## src/rtl/cmd_chain_pkg.sv

```systemverilog
package cmd_chain_pkg;

  localparam int CMD_W  = 64;
  localparam int OP_W   = 4;
  localparam int ID_W   = 5;
  localparam int IDX_W  = 4;
  localparam int PAY_W  = 51;
  localparam int OP_LSB  = PAY_W + IDX_W + ID_W;
  localparam int ID_LSB  = PAY_W + IDX_W;
  localparam int IDX_LSB = PAY_W;

  typedef enum logic [OP_W-1:0] {
    OP_NOP       = 4'd0,
    OP_SOFTRST   = 4'd1,
    OP_WRITE     = 4'd2,
    OP_LDDELTA   = 4'd3,
    OP_LDPREFIX  = 4'd4,
    OP_LDCOMMON  = 4'd5,
    OP_EXEC      = 4'd6,
    OP_READ      = 4'd7,
    OP_ANSWER    = 4'd8
  } nodeOp_e;

  // strobes from the control unit to the datapath
  typedef struct packed {
    logic             take;     // upstream word is taken in this cycle
    logic             wrEn;     // write addressed to this node
    logic             clear;    // soft reset of the register bank
    logic             capture;  // build the answer word
    logic             emit;     // send the answer word downstream
    logic [IDX_W-1:0] idx;      // register index of the current word
  } nodeStrobes_t;

endpackage

```

## src/rtl/cmd_chain_ctrl.sv

```systemverilog
module cmd_chain_ctrl
  import cmd_chain_pkg::*;
#(
  parameter int          ADDR_W   = ID_W,
  parameter logic [4:0]  BCAST_ID = 5'd31
) (
  input  logic                clk,
  input  logic                rstN,
  input  logic [ADDR_W-1:0]   nodeId,
  input  logic [CMD_W-1:0]    upCmd,
  input  logic                downBusy,
  output logic                upBusy,
  output nodeStrobes_t        strobes,
  output logic                resetPulse,
  output logic                deltaLoadStart,
  output logic                prefixLoadStart,
  output logic                commonLoadStart,
  output logic                execStart
);

  logic [OP_W-1:0]   opField;
  logic [ADDR_W-1:0] tgtField;
  logic              answerPending;
  logic              takeNow;
  logic              hitMe;
  logic              actNow;
  logic              emitNow;

  assign opField  = upCmd[OP_LSB +: OP_W];
  assign tgtField = upCmd[ID_LSB +: ADDR_W];
  assign hitMe    = (tgtField == nodeId) || (tgtField == ADDR_W'(BCAST_ID));

  // the slot after a read belongs to the answer word
  assign takeNow = !downBusy && !answerPending;
  assign emitNow = !downBusy && answerPending;
  assign actNow  = takeNow && hitMe;
  assign upBusy  = downBusy || answerPending;

  always_comb begin
    strobes         = '0;
    strobes.take    = takeNow;
    strobes.emit    = emitNow;
    strobes.idx     = upCmd[IDX_LSB +: IDX_W];
    strobes.wrEn    = actNow && (opField == OP_WRITE);
    strobes.clear   = actNow && (opField == OP_SOFTRST);
    strobes.capture = actNow && (opField == OP_READ);
  end

  always_ff @(posedge clk or negedge rstN) begin
    if (!rstN) begin
      answerPending <= 1'b0;
    end else if (strobes.capture) begin
      answerPending <= 1'b1;
    end else if (emitNow) begin
      answerPending <= 1'b0;
    end
  end

  always_ff @(posedge clk or negedge rstN) begin
    if (!rstN) begin
      resetPulse      <= 1'b0;
      deltaLoadStart  <= 1'b0;
      prefixLoadStart <= 1'b0;
      commonLoadStart <= 1'b0;
      execStart       <= 1'b0;
    end else begin
      resetPulse      <= actNow && (opField == OP_SOFTRST);
      deltaLoadStart  <= actNow && (opField == OP_LDDELTA);
      prefixLoadStart <= actNow && (opField == OP_LDPREFIX);
      commonLoadStart <= actNow && (opField == OP_LDCOMMON);
      execStart       <= actNow && (opField == OP_EXEC);
    end
  end

endmodule

```

## src/rtl/cmd_chain_dp.sv

```systemverilog
module cmd_chain_dp
  import cmd_chain_pkg::*;
#(
  parameter int NUM_REGS = 14,
  parameter int REG_W    = 48,
  parameter int ADDR_W   = ID_W
) (
  input  logic                      clk,
  input  logic                      rstN,
  input  logic [ADDR_W-1:0]         nodeId,
  input  logic [CMD_W-1:0]          upCmd,
  input  nodeStrobes_t              strobes,
  output logic [CMD_W-1:0]          downCmd,
  output logic [NUM_REGS*REG_W-1:0] cfgRegs
);

  localparam int PAD_W = PAY_W - REG_W;

  logic [REG_W-1:0] bank [NUM_REGS];
  logic [REG_W-1:0] readVal;
  logic [CMD_W-1:0] answerWord;

  for (genvar i = 0; i < NUM_REGS; i++) begin : g_bank
    localparam logic [IDX_W-1:0] MY_IDX = IDX_W'(i);
    always_ff @(posedge clk or negedge rstN) begin
      if (!rstN) begin
        bank[i] <= '0;
      end else if (strobes.clear) begin
        bank[i] <= '0;
      end else if (strobes.wrEn && (strobes.idx == MY_IDX)) begin
        bank[i] <= upCmd[REG_W-1:0];
      end
    end
    assign cfgRegs[i*REG_W +: REG_W] = bank[i];
  end

  // out-of-range indices read as zero
  always_comb begin
    readVal = '0;
    for (int k = 0; k < NUM_REGS; k++) begin
      if (strobes.idx == IDX_W'(k)) readVal = bank[k];
    end
  end

  always_ff @(posedge clk or negedge rstN) begin
    if (!rstN) begin
      answerWord <= '0;
    end else if (strobes.capture) begin
      answerWord <= {OP_ANSWER, nodeId, strobes.idx, {PAD_W{1'b0}}, readVal};
    end
  end

  always_ff @(posedge clk or negedge rstN) begin
    if (!rstN) begin
      downCmd <= '0;
    end else if (strobes.emit) begin
      downCmd <= answerWord;
    end else if (strobes.take) begin
      downCmd <= upCmd;
    end
  end

endmodule

```

## src/rtl/cmd_chain_node.sv

```systemverilog
module cmd_chain_node
  import cmd_chain_pkg::*;
#(
  parameter int          NUM_REGS = 14,
  parameter int          REG_W    = 48,
  parameter logic [4:0]  BCAST_ID = 5'd31
) (
  input  logic                      clk,
  input  logic                      rstN,
  input  logic [ID_W-1:0]           nodeId,
  input  logic [CMD_W-1:0]          upCmd,
  output logic                      upBusy,
  output logic [CMD_W-1:0]          downCmd,
  input  logic                      downBusy,
  output logic [NUM_REGS*REG_W-1:0] cfgRegs,
  output logic                      resetPulse,
  output logic                      deltaLoadStart,
  output logic                      prefixLoadStart,
  output logic                      commonLoadStart,
  output logic                      execStart
);

  nodeStrobes_t strobes;

  cmd_chain_ctrl #(
    .ADDR_W   (ID_W),
    .BCAST_ID (BCAST_ID)
  ) u_ctrl (
    .clk             (clk),
    .rstN            (rstN),
    .nodeId          (nodeId),
    .upCmd           (upCmd),
    .downBusy        (downBusy),
    .upBusy          (upBusy),
    .strobes         (strobes),
    .resetPulse      (resetPulse),
    .deltaLoadStart  (deltaLoadStart),
    .prefixLoadStart (prefixLoadStart),
    .commonLoadStart (commonLoadStart),
    .execStart       (execStart)
  );

  cmd_chain_dp #(
    .NUM_REGS (NUM_REGS),
    .REG_W    (REG_W),
    .ADDR_W   (ID_W)
  ) u_dp (
    .clk     (clk),
    .rstN    (rstN),
    .nodeId  (nodeId),
    .upCmd   (upCmd),
    .strobes (strobes),
    .downCmd (downCmd),
    .cfgRegs (cfgRegs)
  );

endmodule

```

## config.mk

```make
export PLATFORM = sky130hd
export DESIGN_NAME = cmd_chain_node
export DESIGN_NICKNAME = d
export VERILOG_FILES = /design/src/rtl/cmd_chain_pkg.sv /design/src/rtl/cmd_chain_ctrl.sv /design/src/rtl/cmd_chain_dp.sv /design/src/rtl/cmd_chain_node.sv
export SDC_FILE = /design/constraint.sdc
export NUM_CORES = 1
export LEC_CHECK = 0
export ABC_AREA = 1
export BUFFER_PORTS_ARGS = -buffer_cell sky130_fd_sc_hd__buf_4
export CORE_AREA = 10 10 310 312
export DETAILED_ROUTE_END_ITERATION = 10
export DIE_AREA = 0 0 320 322
export HOLD_SLACK_MARGIN = 0.15
export SLEW_MARGIN = 30
export SYNTH_ARGS = -nofsm -noshare
export SYNTH_HDL_FRONTEND = slang
export SYNTH_SLANG_ARGS = --single-unit
```

## constraint.sdc

```tcl
create_clock -name clk -period 4.55 [get_ports clk]
set_clock_uncertainty 0.05 [all_clocks]
set_input_delay 0.2275 -clock clk [delete_from_list [all_inputs] [get_ports clk]]
set_output_delay 0.2275 -clock clk [all_outputs]
set_load 0.01 [all_outputs]
```

Yosys cells after proc, flatten, opt, wreduce, memory -nomap -nowiden

Cells that the tools add are included.

Multiplexer cells: 46
Divide/modulo/power cells: 0
Magnitude comparators: 0
Shift-type cells: 0
Bitwise operators: 0
Equal/unequal tests: 22
Add/subtract/negate cells: 0
Reductions and logical operators: 45
Multiply operators: 0

Operator list:

| operator                                                              | count |
|---|---|
| 48-bit two-way mux                                                    | 42 |
| 64-bit two-way mux                                                    | 2 |
| 4-bit by 3-bit equality test with 1-bit output, second input constant | 8 |
| 2-bit nonzero test                                                    | 16 |
| 4-bit equality test, second input constant                            | 6 |
| 1-bit logical AND                                                     | 24 |
| 4-bit by 2-bit equality test with 1-bit output, second input constant | 4 |
| 4-bit by 1-bit equality test with 1-bit output, second input constant | 2 |
| 5-bit equality test                                                   | 1 |
| 5-bit equality test, second input constant                            | 1 |
| 4-bit zero test                                                       | 1 |
| 1-bit zero test                                                       | 2 |
| 1-bit logical OR                                                      | 2 |
| 1-bit two-way mux                                                     | 2 |

Latch bits: 0
Register bits: 800
RAM bits: 0
Word-level logic and storage cells: 135
Bits in read-only memories: 0
Memories kept: 0
Output and inout bits: 742

Longest topological paths before layout

Depth in word-level cells: 15
Depth in mapped cells: 14

Modules after synthesis

A second synthesis with hierarchy kept.

Cells, all modules: 4358
Area total of the unflattened synthesis: 35331.4 µm²

By module, submodules not included:

| module         | instances | sequential area each (µm²) | cells an instance | area an instance (µm²) |
|---|---|---|---|---|
| cmd_chain_dp   | 1         | 19869.1                    | 4290              | 34904.7 |
| cmd_chain_ctrl | 1         | 150.1                      | 68                | 426.7 |

Worst setup path before layout

Ideal clock, no wire load.

Path kind: reg2reg
Start: register u_ctrl.answerPending
End: register u_dp.bank (netlist bit u_dp.cfgRegs[651])
Period minus slack after synthesis: 1915 ps
Data required time: 4383 ps
Buffers on the path: 3
Stages on the path, launching flop included: 12
Data arrival time: 1748 ps
Library setup time: 117 ps
Slack: 2635 ps
Path through: dfrtp_1 nor2_2 nand2_1 o21ai_4 nand4_4 buf_6 nand2_4 inv_2 buf_6 buf_6 nand2_1 nand2_1

Cells in the longest elaborated chain, start to end: 6
Elaborated cells on any way between the ends: 8
Those cells by class: mux: 1; reduce/logical: 7

Ends and longest elaborated chain:

| what                                | RTL line             | RTL |
|---|---|---|
| from (decl)                         | cmd_chain_ctrl.sv:23 | `logic answerPending;` |
| from (signal assigned)              | cmd_chain_ctrl.sv:51 | `answerPending <= 1'b0;` |
| from (signal assigned)              | cmd_chain_ctrl.sv:53 | `answerPending <= 1'b1;` |
| from (signal assigned)              | cmd_chain_ctrl.sv:55 | `answerPending <= 1'b0;` |
| 1-bit zero test *                   | cmd_chain_ctrl.sv:34 | `assign takeNow = !downBusy && !answerPending;` |
| 1-bit logical AND *                 | cmd_chain_ctrl.sv:34 |  |
| 1-bit logical AND *                 | cmd_chain_ctrl.sv:36 | `assign actNow = takeNow && hitMe;` |
| 1-bit logical AND                   | cmd_chain_ctrl.sv:44 | `strobes.wrEn = actNow && (opField == OP_WRITE);` |
| 1-bit logical AND                   | cmd_chain_dp.sv:30   | `end else if (strobes.wrEn && (strobes.idx == MY_IDX)) begin` |
| 2-bit nonzero test (no source line) | n/a                  |  |
| to (signal, indexed assignment)     | cmd_chain_dp.sv:31   | `bank[i] <= upCmd[REG_W-1:0];` |
| to (decl)                           | cmd_chain_dp.sv:19   | `logic [REG_W-1:0] bank [NUM_REGS];` |

Every way passes the cells marked *; elsewhere a longest branch is shown, timed or not.
A chain may end at the register's enable or synchronous reset.

Worst setup path after layout

Start: register u_ctrl.answerPending
End: register u_dp.bank (netlist bit u_dp.cfgRegs[45])

Same word-level chain as after synthesis.

==> impl_results.md <==
* Routed vias at 37300
* Pwr Density at 385 nW/um^2
* Core area at 89600 um^2
* RSZ-0062 raised after global routing: false
* MaxCap Viol Count at 0
* CTS Hold Bufs at 86
* # IOs at 814
* Final hold vios at 0
* Req. time, crit path at ~5 ns
* Final Cell Area at 47400 um^2
* Mapped cell area at 36800 um^2
* Wirelength per Cell at 27.9 um
* Finished Layout Cells at 6772
* Worst min path class: input port to asynchronous set/reset pin
* First-pass GRT wire length at 266000 um
* CTS tree: built
* HPWL Detailed at 123000 um
* Post-Place Cell Area at 43600 um^2
* Die X-Extent at 320 um
* Warnings, synthesis at 0
* Final net count at 5600
* Seq/Total Area, Yosys at 0.544
* CP Data Arrival Time at just under 4 ns
* H-tree depth at 3
* Post-Synthesis Net Count at 4847
* Initial Utilization at 0.411
* Yosys cell types at 32
* Cts repair resizes at 0
* Setup tns final at 0 ns
* Drt initial violations at 4801
* Fraction of layout cells with a size suffix above 1 at 0.206
* Final cycle utilization of the critical path at 0.764
* Reg clk slew, reported paths at about 0.06 ns
* Vias in the first global route at 35300
* Row count at 110
* Clock Sinks at 800
* Synthesized area per cell at 7.71 um^2
* Worst-Skew Late Latency at 0.65 ns
* DRT Pass-1 Iters at 6
* Largest net degree at the start of global routing at 115
* Worst hold margin at between 0.15 and 0.2 ns
* Initial antenna violation count at 2
* Clock Path Buffers at 3
* Critical Path Start: u_ctrl.answerPending
* DRC at 0
* Startpoint types: flip-flop
* Reg-to-Reg Start: u_ctrl.answerPending
* Via/cell ratio at 5.50
* Pins over their slew limit at 0
* Setup bufs post-CTS at 0
* Antenna-violating nets left at 0
* Die Area at around 100000 um^2
* Crit path time final at 3.48 ns
* Crit. End Element: flip-flop
* Area growth, synth to finish at 28.8%
* Leak pwr at ~0.026 uW
* Fillers at approximately 8600
* Overflow left after global routing at 0
* Worst slew pin tran at 1.06 ns
* Post-Synthesis Cells at 4775
* CTS Root Cell: clkbuf_16
* CP Class: flip-flop to flip-flop
* Overall Global Routing Usage at 0.355
* Inserted Clock Buffers at 89
* Achievable Freq at 288 MHz
* Final setup violation count at 0
* Ant. Diodes at 0
* DRT Wirelength at 189000 um
* Fin util at 0.529
* Critical Path Fanout Max at 35
* Die outline height at roughly 320 um
* Status: finished, final reports clean
* Max_slew headroom at 0.295
* Flip-flop and latch count after synthesis at 800
* Port-buffer cells at 813
* Gpl congestion at 0.911
* Peak supply drop at 0.237 mV
* Dpl cells at ~6500
[final cells by class]
type	instances	area, um^2	share of cell area
flip-flops and latches	800	20000	0.422
multi-input cells	3442	14500	0.305
repair buffers	980	7710	0.163
clock buffers	138	2700	0.0571
well taps	1176	1470	0.0310
inverters	215	811	0.0171
clock inverters	21	216	0.00457
[critical path, stage by stage (launching register included)]
cell     delay [ns]
dfrtp_1        0.38
nor2_2         0.16
buf_4          0.22
nand2_1        0.12
o21ai_4        0.15
buf_4          0.27
nand4_4        0.48
nand2_4        0.55
inv_2          0.29
buf_4          0.43
nand2_1        0.13
nand2_1        0.06
[cells in the final DEF (no fill, tap or decap), types with 43 or more instances in the layout]
cell           netlist  routed
nor2_2              11      43
buf_4               21     883
dlygate4sd3_1        0      86
nand4_1             92      92
a21oi_1             96      96
dfrtp_1            800     800
nor3_1              50      50
nor2_1             283     237
o211ai_1            50      50
inv_1              201     196
nand3_1            190     190
nand2_1           2488    2480
o21ai_0            114     114
clkbuf_16            0      91
[path summary, 6_finish.rpt]
check	endpoint	slack, ns	depth (start not counted)
worst max-delay path	u_dp.cfgRegs[45]	1.07	11
worst min-delay path	u_dp.cfgRegs[473]	0.19	2
worst max register to register	u_dp.cfgRegs[45]	1.07	11
worst min register to register	u_dp.downCmd[59]	0.42	2
max in group asynchronous	u_dp.answerWord[18]	3.01	3
min in group clk	u_dp.answerWord[56]	0.32	3
[power breakdown]
group / total (uW) / switching [uW] / internal (uW)
Sequential: 8160 / 521 / 7640
Combinational: 2690 / 1650 / 1040
Clock: 7390 / 3100 / 4290
[cell families after synthesis]
family	after synthesis	share of synthesized area
flip-flops	800	0.544
multiplexers	5	0.00153
buffers and inverters	533	0.0701
AO/OA/AOI/OAI	288	0.0436
AND/OR/NAND/NOR	3144	0.340
XOR/XNOR	5	0.00119
[metal layers]
metal / vias to the layer above / global-route usage / part of all wire
met5: - / 0 / 0
met4: 0 / 0.199 / 0.060
met3: 455 / 0.0928 / 0.10
met2: 2352 / 0.540 / 0.44
met1: 18200 / 0.455 / 0.39
li1: 16300 / - / -
[sequential cells by signal, indices dropped and copies added (netlist names)]
name,flops
u_ctrl.answerPending,1
u_dp.cfgRegs,672
u_dp.answerWord,58
u_ctrl.commonLoadStart,1
u_ctrl.resetPulse,1
u_ctrl.deltaLoadStart,1
u_ctrl.prefixLoadStart,1
u_dp.downCmd,64
u_ctrl.execStart,1
[cells in the mapped netlist]
library cell	n	area, um^2
nor2_2	11	68.8
nand2_1	2488	9340
o21ai_4	1	16.3
buf_1	12	45.0
nand3_1	190	951
buf_4	21	158
buf_6	47	529
or2_2	16	100
nand2_2	2	12.5
o21ai_1	18	90.1
inv_2	13	48.8
clkbuf_1	119	447
nor3_2	1	10.0
nor2_4	1	11.3
mux2_2	5	56.3
a22oi_1	4	30.0
xor2_1	2	17.5
o31ai_1	1	7.51
buf_2	119	596
nand2_4	9	101
nand4_4	1	21.3
inv_1	201	754
nand4_1	92	576
o211ai_1	50	375
nor3_1	50	250
nor2_1	283	1060
a22o_1	4	35.0
clkinv_1	1	3.75
xnor2_1	3	26.3
o21ai_0	114	571
a21oi_1	96	480
dfrtp_1	800	20000
[per-stage QoR]
stage | power, uW | worst slack [ns]
after floorplan | 9100 | 2.63
after global placement | 10800 | 1.23
after CTS | 18200 | 1.12
after global routing | 18800 | 0.913
after detailed placement | 10900 | 1.13
final | 18200 | 1.07
No activity file was read; power rests on OpenSTA's default activity.
